File: config.mk
export PLATFORM = sky130hd
export DESIGN_NAME = ioPortSeq
export DESIGN_NICKNAME = d
export VERILOG_FILES = /design/src/rtl/ioPortPkg.sv /design/src/rtl/ioPortDatapath.sv /design/src/rtl/ioPortCtrl.sv /design/src/rtl/ioPortSeq.sv
export SDC_FILE = /design/constraint.sdc
export NUM_CORES = 1
export LEC_CHECK = 0
export BUFFER_PORTS_ARGS = -buffer_cell sky130_fd_sc_hd__buf_2
export CORE_UTILIZATION = 52
export CTS_CLUSTER_SIZE = 25
export DETAILED_ROUTE_END_ITERATION = 10
export PLACE_DENSITY = 0.81
export SLEW_MARGIN = 5
export SYNTH_ARGS = -nofsm -noshare
export SYNTH_HDL_FRONTEND = slang
export SYNTH_SLANG_ARGS = --single-unit
File: constraint.sdc
create_clock -name clk -period 3.05 [get_ports clk]
set_clock_uncertainty 0.15 [all_clocks]
set_input_delay 0.61 -clock clk [delete_from_list [all_inputs] [get_ports clk]]
set_output_delay 0.61 -clock clk [all_outputs]
set_load 0.02 [all_outputs]
File: src/rtl/ioPortPkg.sv
package ioPortPkg;
  localparam logic [1:0] SIZE_BYTE  = 2'b00;
  localparam logic [1:0] SIZE_WORD  = 2'b01;
  localparam logic [1:0] SIZE_DWORD = 2'b10;

  typedef struct packed {
    logic loadReq;   // capture a new request
    logic capLo;     // store read data of the first of two cycles
    logic phaseHi;   // second bus cycle of a split access
    logic finish;    // final bus cycle completes this edge
  } ctrlStrobe_t;
endpackage

File: src/rtl/ioPortDatapath.sv
module ioPortDatapath
  import ioPortPkg::*;
#(
  parameter int PORT_W = 16,
  parameter int DATA_W = 32,
  parameter int ADDR_W = 30
) (
  input  logic                    clk,
  input  logic                    rstN,
  input  ctrlStrobe_t             strobe,
  input  logic                    reqWrite,
  input  logic                    reqUseReg,
  input  logic [7:0]              reqImm,
  input  logic [PORT_W-1:0]       reqReg,
  input  logic [1:0]              reqSize,
  input  logic [DATA_W-1:0]       reqWdata,
  input  logic [DATA_W-1:0]       busRdata,
  output logic                    needSplit,
  output logic [ADDR_W-1:0]       busAddr,
  output logic [DATA_W/8-1:0]     busBe,
  output logic [DATA_W-1:0]       busWdata,
  output logic                    busWrite,
  output logic [DATA_W-1:0]       rdData
);
  localparam int LANES = DATA_W / 8;
  localparam int OFF_W = $clog2(LANES);
  localparam int IDX_W = PORT_W - OFF_W;

  logic [PORT_W-1:0]   portQ;
  logic [1:0]          sizeQ;
  logic                writeQ;
  logic [DATA_W-1:0]   wdataQ;
  logic [DATA_W-1:0]   rdLoQ;
  logic [DATA_W-1:0]   rdDataQ;

  logic [PORT_W-1:0]   portIn;
  logic [OFF_W-1:0]    offset;
  logic [LANES-1:0]    sizeMask;
  logic [2*LANES-1:0]  laneMask;
  logic [2*DATA_W-1:0] wideWdata;
  logic [2*DATA_W-1:0] mergedRd;
  logic [2*DATA_W-1:0] shiftedRd;
  logic [DATA_W-1:0]   byteMaskBits;
  logic [IDX_W-1:0]    dwIdx;
  logic [IDX_W-1:0]    nextIdx;
  logic [OFF_W+2:0]    bitShift;

  // address source select, immediate is zero-extended
  assign portIn = reqUseReg ? reqReg : {{(PORT_W-8){1'b0}}, reqImm};

  assign offset   = portQ[OFF_W-1:0];
  assign bitShift = {offset, 3'b000};
  assign dwIdx    = portQ[PORT_W-1:OFF_W];
  assign nextIdx  = dwIdx + 1'b1;

  always_comb begin
    unique case (sizeQ)
      SIZE_BYTE: sizeMask = LANES'(1);
      SIZE_WORD: sizeMask = LANES'(3);
      default:   sizeMask = '1;
    endcase
  end

  assign laneMask  = {{LANES{1'b0}}, sizeMask} << offset;
  assign wideWdata = {{DATA_W{1'b0}}, wdataQ} << bitShift;
  assign needSplit = |laneMask[2*LANES-1:LANES];

  assign busAddr  = ADDR_W'(strobe.phaseHi ? nextIdx : dwIdx);
  assign busBe    = strobe.phaseHi ? laneMask[2*LANES-1:LANES] : laneMask[LANES-1:0];
  assign busWdata = strobe.phaseHi ? wideWdata[2*DATA_W-1:DATA_W] : wideWdata[DATA_W-1:0];
  assign busWrite = writeQ;

  generate
    for (genvar ln = 0; ln < LANES; ln++) begin : g_byteMask
      assign byteMaskBits[8*ln +: 8] = {8{sizeMask[ln]}};
    end
  endgenerate

  assign mergedRd  = strobe.phaseHi ? {busRdata, rdLoQ} : {{DATA_W{1'b0}}, busRdata};
  assign shiftedRd = mergedRd >> bitShift;

  always_ff @(posedge clk) begin
    if (!rstN) begin
      portQ   <= '0;
      sizeQ   <= SIZE_BYTE;
      writeQ  <= 1'b0;
      wdataQ  <= '0;
      rdLoQ   <= '0;
      rdDataQ <= '0;
    end else begin
      if (strobe.loadReq) begin
        portQ  <= portIn;
        sizeQ  <= reqSize;
        writeQ <= reqWrite;
        wdataQ <= reqWdata;
      end
      if (strobe.capLo) rdLoQ <= busRdata;
      if (strobe.finish && !writeQ)
        rdDataQ <= shiftedRd[DATA_W-1:0] & byteMaskBits;
    end
  end

  assign rdData = rdDataQ;

  // a word that fits in one dword always enables exactly two lanes
  p_word_two_lanes_r3: assert property (@(posedge clk) disable iff (!rstN)
    (sizeQ == SIZE_WORD && !needSplit) |-> ($countones(busBe) == 2));

  // the second phase exists only for an access that spills over
  p_hi_needs_split_r4: assert property (@(posedge clk) disable iff (!rstN)
    strobe.phaseHi |-> needSplit);

  // a completing write never alters the read result
  p_write_keeps_rd_r10: assert property (@(posedge clk) disable iff (!rstN)
    (strobe.finish && writeQ) |=> $stable(rdData));
endmodule

File: src/rtl/ioPortCtrl.sv
module ioPortCtrl
  import ioPortPkg::*;
(
  input  logic        clk,
  input  logic        rstN,
  input  logic        reqValid,
  input  logic        busReady,
  input  logic        needSplit,
  output ctrlStrobe_t strobe,
  output logic        busValid,
  output logic        busy,
  output logic        done
);
  typedef enum logic [1:0] {ST_IDLE, ST_LO, ST_HI} seqState_e;

  seqState_e state, stateNext;
  logic      doneQ;

  always_comb begin
    strobe         = '0;
    stateNext      = state;
    strobe.phaseHi = (state == ST_HI);
    unique case (state)
      ST_IDLE: if (reqValid) begin
        strobe.loadReq = 1'b1;
        stateNext      = ST_LO;
      end
      ST_LO: if (busReady) begin
        if (needSplit) begin
          strobe.capLo = 1'b1;
          stateNext    = ST_HI;
        end else begin
          strobe.finish = 1'b1;
          stateNext     = ST_IDLE;
        end
      end
      ST_HI: if (busReady) begin
        strobe.finish = 1'b1;
        stateNext     = ST_IDLE;
      end
      default: stateNext = ST_IDLE;
    endcase
  end

  always_ff @(posedge clk) begin
    if (!rstN) begin
      state <= ST_IDLE;
      doneQ <= 1'b0;
    end else begin
      state <= stateNext;
      doneQ <= strobe.finish;
    end
  end

  assign busValid = (state != ST_IDLE);
  assign busy     = (state != ST_IDLE);
  assign done     = doneQ;

  // done lasts one cycle only
  p_done_pulse_r8: assert property (@(posedge clk) disable iff (!rstN)
    done |=> !done);

  // done follows a ready seen during an active bus cycle
  p_done_after_ready_r8: assert property (@(posedge clk) disable iff (!rstN)
    done |-> ($past(busReady) && $past(busValid)));

  // the high phase is entered only from the low phase
  p_hi_from_lo_r4: assert property (@(posedge clk) disable iff (!rstN)
    (state == ST_HI && $past(state) != ST_HI) |-> ($past(state) == ST_LO));
endmodule

File: src/rtl/ioPortSeq.sv
module ioPortSeq
  import ioPortPkg::*;
#(
  parameter int PORT_W = 16,
  parameter int DATA_W = 32,
  parameter int ADDR_W = 30
) (
  input  logic                clk,
  input  logic                rstN,
  input  logic                reqValid,
  input  logic                reqWrite,
  input  logic                reqUseReg,
  input  logic [7:0]          reqImm,
  input  logic [PORT_W-1:0]   reqReg,
  input  logic [1:0]          reqSize,
  input  logic [DATA_W-1:0]   reqWdata,
  output logic                busy,
  output logic                done,
  output logic [DATA_W-1:0]   rdData,
  output logic                busValid,
  output logic [ADDR_W-1:0]   busAddr,
  output logic [DATA_W/8-1:0] busBe,
  output logic                busWrite,
  output logic                busIoSpace,
  output logic [DATA_W-1:0]   busWdata,
  input  logic [DATA_W-1:0]   busRdata,
  input  logic                busReady
);
  ctrlStrobe_t strobe;
  logic        needSplit;

  ioPortCtrl u_ctrl (
    .clk(clk), .rstN(rstN), .reqValid(reqValid), .busReady(busReady),
    .needSplit(needSplit), .strobe(strobe), .busValid(busValid),
    .busy(busy), .done(done)
  );

  ioPortDatapath #(.PORT_W(PORT_W), .DATA_W(DATA_W), .ADDR_W(ADDR_W)) u_data (
    .clk(clk), .rstN(rstN), .strobe(strobe), .reqWrite(reqWrite),
    .reqUseReg(reqUseReg), .reqImm(reqImm), .reqReg(reqReg), .reqSize(reqSize),
    .reqWdata(reqWdata), .busRdata(busRdata), .needSplit(needSplit),
    .busAddr(busAddr), .busBe(busBe), .busWdata(busWdata), .busWrite(busWrite),
    .rdData(rdData)
  );

  assign busIoSpace = busValid;

  // a pending bus cycle holds everything until ready
  p_hold_until_ready_r7: assert property (@(posedge clk) disable iff (!rstN)
    (busValid && !busReady) |=> (busValid && $stable(busAddr) && $stable(busBe)
                                 && $stable(busWdata) && $stable(busWrite)));

  // an active cycle always enables at least one lane
  p_lanes_nonzero_r3: assert property (@(posedge clk) disable iff (!rstN)
    busValid |-> (busBe != '0));
endmodule

# --- Yosys cells after proc, flatten, opt, wreduce, memory -nomap -nowiden ---
# Index checks and enable logic that the tools add are counted.
totals:
  register_bits: 118
  output_inout_bits: 103
  word_cells: 46
op_classes:
  add_sub_neg: 1
  eq_ne: 6
  shifts: 3
  n_mux: 20
  n_bitwise: 1
  reduce_logical: 7
op_table:
  columns: ["operator", "n"]
  rows:
  - ["64-bit 2-to-1 mux", 1]
  - ["32-bit by 5-bit << shifter with 64-bit output", 1]
  - ["64-bit by 5-bit right shift with 32-bit output", 1]
  - ["32-bit AND", 1]
  - ["32-bit 2-to-1 mux", 1]
  - ["16-bit 2-to-1 mux", 1]
  - ["14-bit by 1-bit adder with 14-bit output, second input constant", 1]
  - ["14-bit 2-to-1 mux", 1]
  - ["1-bit 2-to-1 mux", 8]
  - ["2-bit 2-to-1 mux", 4]
  - ["4-bit case mux with 2 select lines", 1]
  - ["4-bit by 2-bit << shifter with 8-bit output", 1]
  - ["2-bit inequality test, second input constant", 3]
  - ["2-bit case mux with 3 select lines", 1]
  - ["2-bit by 1-bit == test with 1-bit output, second input constant", 2]
  - ["2-bit zero test", 2]
  - ["4-bit 2-to-1 mux", 1]
  - ["4-bit OR reduction", 1]
  - ["3-bit AND reduction", 1]
  - ["2-bit == test, second input constant", 1]
  - ["1-bit case mux with 2 select lines", 1]
  - ["2-bit nonzero test", 1]
  - ["1-bit logical AND", 1]
  - ["1-bit zero test", 1]

# --- Logic depth before layout (Yosys ltp) ---
depth:
  depth_word: 8
  mapped_depth: 10
  depth_no_buf: 6

# --- Cells and area by module ---
# Synthesis repeated with hierarchy kept, for this count alone.
unflattened:
  hier_cells: 716
  hier_area_um2: 7023.0
modules_own_cells:
  columns: ["mod", "instances", "cells_each", "area_per_inst_um2", "seq_area_each_um2"]
  rows:
  - ["ioPortDatapath", 1, 690, 6785.3, 2302.2]
  - ["ioPortCtrl", 1, 25, 230.2, 60.1]
  - ["ioPortSeq", 1, 1, 7.5, 0.0]

# --- Least setup slack after synthesis ---
# Ideal clock, no wire load.
synth_timing:
  path_type: "flip-flop to output port"
  startpoint: "register u_ctrl.state[0]"
  endpoint: "output busBe[1]"
  arrival_ns: 2.049
  setup_slack_ns: 0.241
  path_stages_with_launch: 9
  n_path_buf: 4
  path_cell_list: "dfxtp_1 inv_1 ha_1 buf_2 buf_2 or2_2 clkbuf_1 clkbuf_1 o21ai_0"
synth_via:
  elab_chain_len: 2
synth_rtl:
  columns: ["element", "line_no", "rtl"]
  rows:
  - ["start: declaration", "ioPortCtrl.sv:16", "seqState_e state, stateNext;"]
  - ["start signal: assignment", "ioPortCtrl.sv:50", "state <= stateNext;"]
  - ["2-bit == test", "ioPortCtrl.sv:22", "strobe.phaseHi = (state == ST_HI);"]
  - ["4-bit 2-to-1 mux", "ioPortDatapath.sv:69", "assign busBe = strobe.phaseHi ? laneMask[2*LANES-1:LANES] : laneMask[LANES-1:0];"]
  - ["end: declaration", "ioPortSeq.sv:22", "output logic [DATA_W/8-1:0] busBe,"]
# No other way between the ends.

# --- Final worst setup path ---
layout_timing:
  startpoint: "register u_ctrl.state[0]"
  endpoint: "output busAddr[12]"
layout_via:
  elab_chain_len: 2
layout_rtl:
  columns: ["element", "line_no", "rtl"]
  rows:
  - ["2-bit == test", "ioPortCtrl.sv:22", null]
  - ["14-bit 2-to-1 mux", "ioPortDatapath.sv:68", "assign busAddr = ADDR_W'(strobe.phaseHi ? nextIdx : dwIdx);"]
  - ["end: declaration", "ioPortSeq.sv:21", "output logic [ADDR_W-1:0] busAddr,"]
# No other way between the ends.

==> impl_metrics.env <==
export IMPL_yosys_area_top_type="dfxtp_1"
export IMPL_multi_input_area_sq_um=3827
export IMPL_avgSynthCellArea_sq_um=8.108
export IMPL_synth_distinct_cells=45
export IMPL_nFillCells=1019
export IMPL_grt_ovfl_total=0
export IMPL_synth_edf_count=0
export IMPL_drv_cap=0
export IMPL_worstSetupEndpointType="output pin"
export IMPL_cp_top_family="simple AND/OR/NAND/NOR gates"
export IMPL_io_buffers=182
export IMPL_grt_pass1_vias=6075
export IMPL_start_kind="flip-flop"
export IMPL_status="complete, no violations"
export IMPL_cp_cell_sequence="inv_1, ha_2, nand4_1, or3_4, nor3_2, xor2_1, buf_2"
export IMPL_cts_root_buf="clkbuf_16"
export IMPL_grt_first_pass_wirelength_mm=30.49
export IMPL_hold_viol_final=0
export IMPL_fin_util=0.6691
export IMPL_dr_pass1_iters=6
export IMPL_synth_warnings=0
export IMPL_die_area_sq_um=13110
export IMPL_startpoint="u_ctrl.state[0]$_SDFFE_PN0P_"
export IMPL_holdPathEnd="u_data.wdataQ[4]$_SDFFE_PN0P_"
export IMPL_synthTopCellsByArea="dfxtp_1 (36%), mux2i_1 (12%), nand2_1 (7.9%), o21ai_0 (6.5%), a21oi_1 (4.9%)"
export IMPL_r2r_slack_ps=360
export IMPL_vias_per_cell=5.750
export IMPL_r2r_cells=9
export IMPL_cp_max_fo=4
export IMPL_finalWirelength_mm=19.26
export IMPL_wire_per_inst_um=16.91
export IMPL_finalWeightedCongestion=0.8746
export IMPL_hold_path_depth=3
export IMPL_timing_rr_end="u_data.rdData[13]$_SDFFE_PN0P_"
export IMPL_drive_above_1_share=0.2616
export IMPL_slew_headroom=0.3209
export IMPL_drc=0
export IMPL_critPathKind="reg2out"
export IMPL_antenna_found_initial=0
export IMPL_setup_viol=0
export IMPL_rsz0062_at_grt="no"
export IMPL_setup_tns_ps=0
export IMPL_power_leakage_nw=3.433
export IMPL_dp_hpwl_mm=13.28
export IMPL_fin_area_sq_um=8138
export IMPL_dieHeight_um=114.5
export IMPL_ant_nets=0
export IMPL_synth_top_flop_cell="dfxtp_1"
export IMPL_regArea_sq_um=2367
export IMPL_synthCells=812
export IMPL_dpl_instance_area_sq_um=7483
export IMPL_cp_num_buf_inv=2
export IMPL_io_pins=199
export IMPL_worstSkewPairLatency_ps=410
export IMPL_htree_levels=4
export IMPL_chipWidth_um=114.5
export IMPL_fp_coreArea_sq_um=12160
export IMPL_seq_area_frac_synth=0.3588
export IMPL_clkTransAtPathRegs_ps=60
export IMPL_fin_crit_sh=0.9425
export IMPL_fmax_mhz=347.9
export IMPL_cts_tree="built"
export IMPL_clock_tree_buffer_depth=2
export IMPL_vdd_drop_max_v=0.0003603
export IMPL_row_count=40
export IMPL_ys_seq_elements=118
export IMPL_synth_async_reset_ratio=0
export IMPL_fin_nets=1058
export IMPL_min_from="reqWdata[4]"
export IMPL_grtUsageTotal=0.2996
export IMPL_regToRegStartpoint="u_ctrl.state[0]$_SDFFE_PN0P_"
export IMPL_slowest_delay_ps=400
export IMPL_hp_class="in2reg"
export IMPL_power_density_nw_per_um2=561.1
export IMPL_grt_max_degree=74
export IMPL_num_antenna_cells=0
export IMPL_critical_path_arrival_ps=2110
export IMPL_drv_slew=0
export IMPL_syn_to_final_growth_pct=23.60
export IMPL_syn_area_sq_um=6584
export IMPL_critical_path_required_ps=2290
export IMPL_drtIter0Drc=609
export IMPL_clock_sinks=118
export IMPL_cts_buffers_inserted=17
export IMPL_start_util=0.5414
export IMPL_slowest_stage="or3_4"
export IMPL_layout_min_cycle_time_ps=2875
export IMPL_holdWs_ps=282.2
export IMPL_tightest_slew_ps=1017
export IMPL_vias=6549
export IMPL_netlist_area_leader_share=0.3588
==> cells by family after synthesis <==
family | after synthesis | synth area share
XOR/XNOR | 13 | 0.01729
adder cells (fa/ha/maj) | 4 | 0.007602
AO/OA/AOI/OAI | 227 | 0.2136
multiplexers | 90 | 0.1524
other | 1 | 0.0005696
AND/OR/NAND/NOR | 257 | 0.1756
flip-flops | 118 | 0.3588
buffers and inverters | 102 | 0.07412
==> cell type report <==
cell class | instances | area share
tap | 168 | 0.02583
multi-input combinational | 607 | 0.4703
clock buffer | 24 | 0.05796
inverter | 14 | 0.006458
clock inverter | 8 | 0.01799
sequential | 118 | 0.2909
timing repair buffer | 200 | 0.1305
==> layer usage <==
| metal | part of all wire | track usage | wire length (um) |
|---|---|---|---|
| met2 | 0.46 | 0.4784 | 8944 |
| met3 | 0.10 | 0.1016 | 1972 |
| met1 | 0.40 | 0.3672 | 7779 |
| met4 | 0.029 | 0.1290 | 561 |
| met5 | 0 | 0 | 0 |
==> worst reg2reg max path, stage by stage (launching register included) <==
cell,delay (ps)
dfxtp_1,310
inv_1,90
ha_2,180
buf_4,250
buf_12,310
nor2_1,90
buf_4,170
a2111oi_4,370
nor3b_4,450
a32o_1,250
==> report_power, final <==
group / leakage, nW / switching [mW] / internal, mW
logic: 2.17 / 0.500 / 0.299
clock network: 0.298 / 0.690 / 1.41
registers: 0.960 / 0.0708 / 1.60
total: 3.43 / 1.26 / 3.30
==> per-stage QoR <==
step / total power, mW / cells / setup WS [ps]
after floorplan: 2.234 / 827 / 241.0
after CTS: 4.574 / 1138 / 6.820
final: 4.566 / 1139 / 175.4
after global placement: 2.465 / 1106 / 400.4
after detailed placement: 2.475 / 1106 / 354.0
after global routing: 4.732 / 1139 / 36.19
==> repair_timing <==
item,CTS,global route
endpoints found under the setup margin,16,27
hold buffers,0,0
gates resized for setup,2,7
pin swaps,0,1
setup buffers,0,1
==> synth_stat cells (9+ instances only) <==
cell type / instances
o2bb2ai_1: 15
nand2b_1: 15
clkbuf_1: 46
nor2_1: 24
xor2_1: 9
a21oi_1: 64
inv_1: 13
nand2_1: 139
and3_1: 10
buf_2: 18
dfxtp_1: 118
mux2i_1: 80
o21ai_0: 85
o22ai_1: 17
buf_4: 22
nand3_1: 49
==> layout by cell type, fill, tap and decap left out, types with 16 or more instances in the layout <==
cell type,Yosys,layout
conb_1,1,16
a21oi_1,64,64
dfxtp_1,118,116
buf_4,22,16
o22ai_1,17,17
o21ai_0,85,85
nand3_1,49,49
buf_2,18,182
nor2_1,24,23
clkbuf_16,0,17
nand2_1,139,138
mux2i_1,80,80
==> state kept, by name (all words and copies together), names as in the netlist <==
| name | count |
|---|---|
| u_data.busWrite | 1 |
| u_data.sizeQ | 2 |
| u_data.rdLoQ | 32 |
| u_ctrl.done | 1 |
| u_data.wdataQ | 32 |
| u_data.rdData | 32 |
| u_data.portQ | 16 |
| u_ctrl.state | 2 |
==> how the worst max path moves through the flow <==
stage	to	cells past startpoint
after detailed placement	busWdata[0]	8
final	busAddr[12]	7
after CTS	busAddr[12]	7
after floorplan	busBe[1]	8
after global routing	busWdata[22]	8
after global placement	busWdata[0]	8
Power figures use the tool's default switching activity.
